<file path="src/rtl/can_esc_pkg.sv">
package can_esc_pkg;

  typedef enum logic [1:0] {
    ST_OK      = 2'd0,
    ST_WARN    = 2'd1,
    ST_PASSIVE = 2'd2,
    ST_BUSOFF  = 2'd3
  } err_state_e;

  localparam int FLAG_BIT = 6;
  localparam int RX_LSB   = 4;
  localparam int TX_LSB   = 2;

  localparam logic SEL_STATUS  = 1'b0;
  localparam logic SEL_CONTROL = 1'b1;

  // Map an error counter to its confinement state
  function automatic err_state_e classify_count(input logic [31:0] cnt,
                                                input logic [31:0] warn_at,
                                                input logic [31:0] passive_at,
                                                input logic [31:0] busoff_at);
    if (cnt >= busoff_at)       return ST_BUSOFF;
    else if (cnt >= passive_at) return ST_PASSIVE;
    else if (cnt >= warn_at)    return ST_WARN;
    else                        return ST_OK;
  endfunction

  // Decide whether a state move is reported under a given level
  function automatic logic report_change(input logic [1:0] lvl,
                                         input err_state_e prev,
                                         input err_state_e nxt);
    logic moved;
    moved = (prev != nxt);
    case (lvl)
      2'd1:    return moved && (prev == ST_BUSOFF || nxt == ST_BUSOFF);
      2'd2:    return moved && (prev >= ST_PASSIVE || nxt >= ST_PASSIVE);
      2'd3:    return moved;
      default: return 1'b0;
    endcase
  endfunction

endpackage

</file>
<file path="src/rtl/can_esc_dir_track.sv">
module can_esc_dir_track
  import can_esc_pkg::*;
#(
  parameter int CNT_W      = 9,
  parameter int WARN_AT    = 96,
  parameter int PASSIVE_AT = 128,
  parameter int BUSOFF_AT  = 256
) (
  input  logic             clk,
  input  logic             rst_n,
  input  logic             init_mode,
  input  logic [CNT_W-1:0] cnt,
  input  logic [1:0]       level,
  output err_state_e       state,
  output logic             change_evt
);

  err_state_e nxt_state;

  always_comb begin
    if (init_mode)
      nxt_state = ST_OK;
    else
      nxt_state = classify_count(32'(cnt), 32'(WARN_AT), 32'(PASSIVE_AT), 32'(BUSOFF_AT));
    change_evt = !init_mode && report_change(level, state, nxt_state);
  end

  always_ff @(posedge clk or negedge rst_n) begin
    if (!rst_n) state <= ST_OK;
    else        state <= nxt_state;
  end

endmodule

</file>
<file path="src/rtl/can_esc_regs.sv">
module can_esc_regs
  import can_esc_pkg::*;
(
  input  logic       clk,
  input  logic       rst_n,
  input  logic       reg_wr,
  input  logic       reg_sel,
  input  logic [7:0] reg_wdata,
  input  err_state_e rx_state,
  input  err_state_e tx_state,
  input  logic       rx_evt,
  input  logic       tx_evt,
  output logic [7:0] reg_rdata,
  output logic       chg_flag,
  output logic       chg_ie,
  output logic [1:0] rx_lvl,
  output logic [1:0] tx_lvl
);

  logic clr_hit;
  logic ctl_wr;
  logic set_evt;

  assign clr_hit = reg_wr && (reg_sel == SEL_STATUS) && reg_wdata[FLAG_BIT];
  assign ctl_wr  = reg_wr && (reg_sel == SEL_CONTROL);
  assign set_evt = rx_evt || tx_evt;

  always_ff @(posedge clk or negedge rst_n) begin
    if (!rst_n) begin
      chg_flag <= 1'b0;
      chg_ie   <= 1'b0;
      rx_lvl   <= 2'd0;
      tx_lvl   <= 2'd0;
    end else begin
      if (set_evt)      chg_flag <= 1'b1;
      else if (clr_hit) chg_flag <= 1'b0;
      if (ctl_wr) begin
        chg_ie <= reg_wdata[FLAG_BIT];
        rx_lvl <= reg_wdata[RX_LSB +: 2];
        tx_lvl <= reg_wdata[TX_LSB +: 2];
      end
    end
  end

  always_comb begin
    reg_rdata = 8'h00;
    if (reg_sel == SEL_STATUS) begin
      reg_rdata[FLAG_BIT]     = chg_flag;
      reg_rdata[RX_LSB +: 2]  = rx_state;
      reg_rdata[TX_LSB +: 2]  = tx_state;
    end else begin
      reg_rdata[FLAG_BIT]     = chg_ie;
      reg_rdata[RX_LSB +: 2]  = rx_lvl;
      reg_rdata[TX_LSB +: 2]  = tx_lvl;
    end
  end

endmodule

</file>
<file path="src/rtl/can_err_state_irq.sv">
module can_err_state_irq
  import can_esc_pkg::*;
#(
  parameter int CNT_W      = 9,
  parameter int WARN_AT    = 96,
  parameter int PASSIVE_AT = 128,
  parameter int BUSOFF_AT  = 256
) (
  input  logic             clk,
  input  logic             rst_n,
  input  logic             init_mode,
  input  logic [CNT_W-1:0] rx_err_cnt,
  input  logic [CNT_W-1:0] tx_err_cnt,
  input  logic             reg_wr,
  input  logic             reg_sel,
  input  logic [7:0]       reg_wdata,
  output logic [7:0]       reg_rdata,
  output logic             irq
);

  localparam int NUM_DIR = 2;

  err_state_e rx_state, tx_state;
  logic       rx_evt, tx_evt;
  logic       chg_flag, chg_ie;
  logic [1:0] rx_lvl, tx_lvl;

  logic [CNT_W-1:0] dir_cnt [NUM_DIR];
  logic [1:0]       dir_lvl [NUM_DIR];
  err_state_e       dir_st  [NUM_DIR];
  logic             dir_evt [NUM_DIR];

  assign dir_cnt[0] = rx_err_cnt;
  assign dir_cnt[1] = tx_err_cnt;
  assign dir_lvl[0] = rx_lvl;
  assign dir_lvl[1] = tx_lvl;

  for (genvar d = 0; d < NUM_DIR; d++) begin : g_dir
    can_esc_dir_track #(
      .CNT_W(CNT_W), .WARN_AT(WARN_AT), .PASSIVE_AT(PASSIVE_AT), .BUSOFF_AT(BUSOFF_AT)
    ) u_track (
      .clk(clk), .rst_n(rst_n), .init_mode(init_mode),
      .cnt(dir_cnt[d]), .level(dir_lvl[d]),
      .state(dir_st[d]), .change_evt(dir_evt[d])
    );
  end

  assign rx_state = dir_st[0];
  assign tx_state = dir_st[1];
  assign rx_evt   = dir_evt[0];
  assign tx_evt   = dir_evt[1];

  can_esc_regs u_regs (
    .clk(clk), .rst_n(rst_n),
    .reg_wr(reg_wr), .reg_sel(reg_sel), .reg_wdata(reg_wdata),
    .rx_state(rx_state), .tx_state(tx_state),
    .rx_evt(rx_evt), .tx_evt(tx_evt),
    .reg_rdata(reg_rdata),
    .chg_flag(chg_flag), .chg_ie(chg_ie),
    .rx_lvl(rx_lvl), .tx_lvl(tx_lvl)
  );

  assign irq = chg_flag && chg_ie;

endmodule

</file>
<file path="config.mk">
export PLATFORM = sky130hd
export DESIGN_NAME = can_err_state_irq
export DESIGN_NICKNAME = d
export VERILOG_FILES = /design/src/rtl/can_esc_pkg.sv /design/src/rtl/can_esc_dir_track.sv /design/src/rtl/can_esc_regs.sv /design/src/rtl/can_err_state_irq.sv
export SDC_FILE = /design/constraint.sdc
export NUM_CORES = 1
export LEC_CHECK = 0
export BUFFER_PORTS_ARGS = -buffer_cell sky130_fd_sc_hd__buf_2
export CORE_UTILIZATION = 43
export DETAILED_ROUTE_END_ITERATION = 16
export PLACE_DENSITY = 0.78
export REMOVE_ABC_BUFFERS = 1
export SYNTH_ARGS = -nofsm -noshare
export SYNTH_HDL_FRONTEND = slang
export SYNTH_HIERARCHICAL = 1
export SYNTH_SLANG_ARGS = --single-unit
</file>
<file path="constraint.sdc">
create_clock -name clk -period 1.9 [get_ports clk]
set_clock_uncertainty 0.1 [all_clocks]
set_input_delay 0.57 -clock clk [delete_from_list [all_inputs] [get_ports clk]]
set_output_delay 0.57 -clock clk [all_outputs]
set_load 0.05 [all_outputs]
</file>
# Word-level counts from Yosys, hierarchy flattened
# Index checks and enable logic that the tools add are counted.
# totals
regBits,10
output_inout_bits,9
wordCells,59
# classes
reduce_logical,17
bitwise_logic,1
eq_ne,12
mux,13
order_cmp,10
# op_table
cell,n
9-bit by 7-bit >= comparator with 1-bit output (second input constant),2
9-bit by 8-bit >= comparator with 1-bit output (second input constant),2
9-bit >= comparator (second input constant),2
2-bit == test (second input constant),8
2-bit two-way mux,6
1-bit logical AND,10
2-bit >= comparator (second input constant),4
1-bit one-hot mux with 3 select lines,2
1-bit logical OR,5
5-bit two-way mux,1
2-bit by 1-bit == test with 1-bit output (second input constant),2
1-bit two-way mux,4
2-bit != test,2
2-bit nonzero test,1
1-bit logical NOT,1
1-bit inverter,1

# Logic depth before layout (Yosys ltp)
# depth
word_depth,12
mapped_depth,6

# Cells and area by module
# Netlist, hierarchy kept.
# by_module_without_submodules
module,area_each_um2,cells_per_inst,seq_area_each_um2,instances
can_esc_dir_track,203.9,24,50.0,2
can_esc_regs,327.8,24,150.1,1
can_err_state_irq,6.3,1,0.0,1

# Worst setup path before layout
# OpenSTA, ideal clock, no wires.
# synth_path
path_type,input-to-output
start,input port reg_sel
end,output port reg_rdata[2]
slack_ns,0.103
path_stages,2
required_time_ns,1.230
arrival_ns,1.127
path_cell_list,buf_6 > mux2_2
# synth_via
elab_chain_len,1
# synth_rtl
element,line,text
start: declaration,can_err_state_irq.sv:15,"input logic reg_sel,"
5-bit two-way mux,can_esc_regs.sv:47,if (reg_sel == SEL_STATUS) begin
end: declaration,can_err_state_irq.sv:17,"output logic [7:0] reg_rdata,"
# Every way passes these cells.

# Worst setup path in the final report
# layout_path
start,input port reg_sel
end,output port reg_rdata[3]
# The elaborated chain is that of the path after synthesis.

==> qor.csv <==
stage,metric,value,unit
status,run status,completed,
sta,final worst path period share,0.982,
drt,antenna-violating nets left,0,
floorplanning,Core Region,1560,um^2
setup_path,Most common cell on crit path,buf_6,
floorplanning,Ports,40,
power,Gate power share,0.396,
setup_path,R2R cell count,6,
yosys,post-synthesis adder-cell area fraction,0.101,
cells_and_area,Layout area overhead,25.1,%
power,Sw Share,0.379,
setup_path,CP max stage delay,0.35,ns
floorplanning,die extent in x,43.5,um
cells_and_area,Finished Layout Cells,114,
setup_path,Worst EP required,1.23,ns
sta,"Hold Vio Cnt, Final",0,
global_routing,GRT Resource Usage Total,0.182,
clock_tree,# H-tree levels,1,
clock_tree,clock-pin slew on the worst setup and hold paths,0.07,ns
yosys,XOR/XNOR Fraction of Synth Area,0,
yosys,Avg Synthesized Cell Area,10.2,um^2
power,power share of the sequential group,0.352,
yosys,Synth Area in Simple Gates,0.115,
clock_tree,Sink Count,10,
placed_design,dpl hpwl,1100,um
setup_path,startpoint type of the worst setup path,input port,
yosys,multiplexer share of the synthesized area,0.152,
setup_path,FF-to-FF End,u_regs/chg_flag,
power,Lkg Pwr,0.489,nW
floorplanning,die height,43.5,um
drt,first-iteration detailed-routing DRC count,16,
yosys,Yosys warnings,6,
clock_tree,"Clk Latency, worst-skew pair",0.27,ns
setup_path,R2R Setup Slk,0.18,ns
worst_hold_path,worst min path class,in -> async,
yosys,#FFs+latches synth,10,
drt,Vias,633,
cells_and_area,ant diodes,0,
placed_design,pre-CTS setup slack,-0.0755,ns
global_routing,M1 GR Usage,0.221,
cells_and_area,final net count,136,
sta,PnR worst setup slack,0.0337,ns
global_routing,vias in the first global route,614,
drt,DR WL/cell,15.2,um
global_routing,met2 track demand over resource,0.301,
clock_tree,CTS tree,yes,
setup_path,crit end category,output pin,
yosys,"Distinct cells, synth",21,
setup_path,CP max FO,7,
setup_path,CP max-delay cell,mux2_2,
drt,Via-to-Cell Ratio,5.55,
cells_and_area,fillers,123,
sta,Max Clk Rate,536,MHz
yosys,Cells after Synth,73,
setup_path,crit path cell chain,buf_6 > mux2_2 > buf_6,
yosys,register area share after synthesis,0.337,
global_routing,total grt overflow,0,
global_routing,Most Crowded Layer GR,met2,
setup_path,RR Startpoint,u_regs/tx_lvl[0],
global_routing,first-pass GRT wire length,2550,um
sta,Final Max Tran Viols,0,
clock_tree,Max Root-Sink Buffers,2,
sta,Finish-stage setup viols,0,
drt,DRC violations left,0,
drt,final wirelength,1730,um
floorplanning,Die ar.,1900,um^2
power,sw power,0.000294,W
cells_and_area,most frequent cells in the layout,"buf_2 (17), inv_1 (12), dfrtp_1 (10)",
yosys,Compound-Gate Fraction of Synth Area,0.184,
global_routing,pin count of the biggest net entering global routing,11,
power,PD cells,834,nW/um^2
sta,RSZ-0062 raised after global routing,no,
yosys,cell area after synthesis,742,um^2
clock_tree,total CTS buffers,3,
setup_path,Arrival @ worst endpoint,1.20,ns
power,Design Power,0.000774,W
setup_path,CP Class,in -> out,
global_routing,initial antenna violation count,0,
clock_tree,post-CTS setup buffers,0,
yosys,largest family of logic cells by synthesized area,compound AO/OA/AOI/OAI gates,
power,clock share of power,0.252,
power,Max IR drop VDD,0.804,mV
placed_design,Placer Congestion,0.803,
flow_run,max_cap viols,0,
power,Int Pwr,0.000480,W
floorplanning,FP Rows,14,
cells_and_area,"commonest non-fill, non-tap cell in the layout",buf_2,
clock_tree,CTS Root Cell,clkbuf_4,
placed_design,placed insts,110,
floorplanning,starting density of the core,0.476,
placed_design,port buffer count,23,
drt,first-pass iteration count of the detailed router,4,
cells_and_area,share of post-route cells with drive strength above 1,0.408,
global_routing,met3 GRT Util,0.0292,
sta,post-layout minimum cycle time,1.87,ns
==> worst max-delay path by stage <==
stage / startpoint / to / slack [ns] / cells past startpoint
3_3_place_gp: reg_sel / reg_rdata[2] / -0.07 / 3
5_1_grt: reg_sel / reg_rdata[3] / 0.02 / 3
2_1_floorplan: reg_sel / reg_rdata[2] / 0.23 / 1
4_1_cts: reg_sel / reg_rdata[5] / 0.001 / 3
3_5_place_dp: reg_sel / reg_rdata[4] / -0.08 / 3
6_report: reg_sel / reg_rdata[3] / 0.03 / 3
==> layout make-up <==
class                      count  area, um^2  share of cell area
timing repair buffer          23         153               0.164
clock buffer                   4        36.3              0.0391
inverter                      12        45.0              0.0485
multi-input combinational     49         424               0.457
tap                           16        20.0              0.0216
sequential                    10         250               0.270
==> per-layer routing <==
metal	vias up	part of all wire
li1	302	-
met1	306	0.46
met2	25	0.49
met3	0	0.049
met4	0	0
met5	-	0
==> metrics by stage <==
step,TNS [ns],hold WS (ns),util,area [um^2]
after floorplan,0,0.174,-,716
after global placement,-0.346,0.335,0.546,851
after detailed placement,-0.365,0.339,0.546,851
after CTS,0,0.0414,0.591,921
after global routing,0,0.0515,0.596,928
final,0,0.0516,0.596,928
==> cell families after synthesis <==
logic type               Yosys count
AO/OA/AOI/OAI                     17
adder cells (fa/ha/maj)            6
buffers and inverters             16
flip-flops                        10
multiplexers                      10
other                              1
AND/OR/NAND/NOR                   13
==> critical path, delay by kind of cell <==
kind                   cells  cell delay (ns)
muxes                      1             0.35
buffers and inverters      2             0.27
==> registers in the layout, indices dropped and copies added, names as in the netlist <==
name / flops
g_dir.u_track/state: 4
u_regs/chg_ie: 1
u_regs/chg_flag: 1
u_regs/rx_lvl: 2
u_regs/tx_lvl: 2
==> synthesized netlist by cell type <==
cell type | instances | area share
a211oi_1 | 2 | 0.020
a211o_1 | 1 | 0.012
mux2_2 | 10 | 0.15
o21bai_2 | 2 | 0.030
o211ai_1 | 2 | 0.020
nand3b_1 | 1 | 0.010
buf_4 | 3 | 0.030
inv_1 | 12 | 0.061
nor2_1 | 6 | 0.030
o2111a_1 | 2 | 0.030
conb_1 | 1 | 0.0051
buf_6 | 1 | 0.015
a21oi_1 | 2 | 0.013
and4bb_1 | 2 | 0.034
nand2_4 | 1 | 0.015
ha_1 | 6 | 0.10
and3_1 | 2 | 0.017
a31oi_1 | 4 | 0.034
and2_1 | 1 | 0.0084
a311oi_1 | 2 | 0.024
dfrtp_1 | 10 | 0.34
==> power by group through the flow <==
| stage | Clock (W) | Combinational, W | Sequential, W |
|---|---|---|---|
| 2_1_floorplan | 0 | 0.000203 | 0.000265 |
| 3_3_place_gp | 0 | 0.000262 | 0.000272 |
| 3_5_place_dp | 0 | 0.000269 | 0.000273 |
| 4_1_cts | 0.000200 | 0.000297 | 0.000270 |
| 5_1_grt | 0.000207 | 0.000326 | 0.000277 |
| 6_report | 0.000195 | 0.000306 | 0.000272 |
==> what timing repair did <==
| item | 4_1_cts | 5_1_grt |
|---|---|---|
| resized for setup | 11 | 2 |
| endpoints found under the setup margin | 5 | 3 |
| hold buffers | 0 | 0 |
Power figures use the tool's default switching activity.
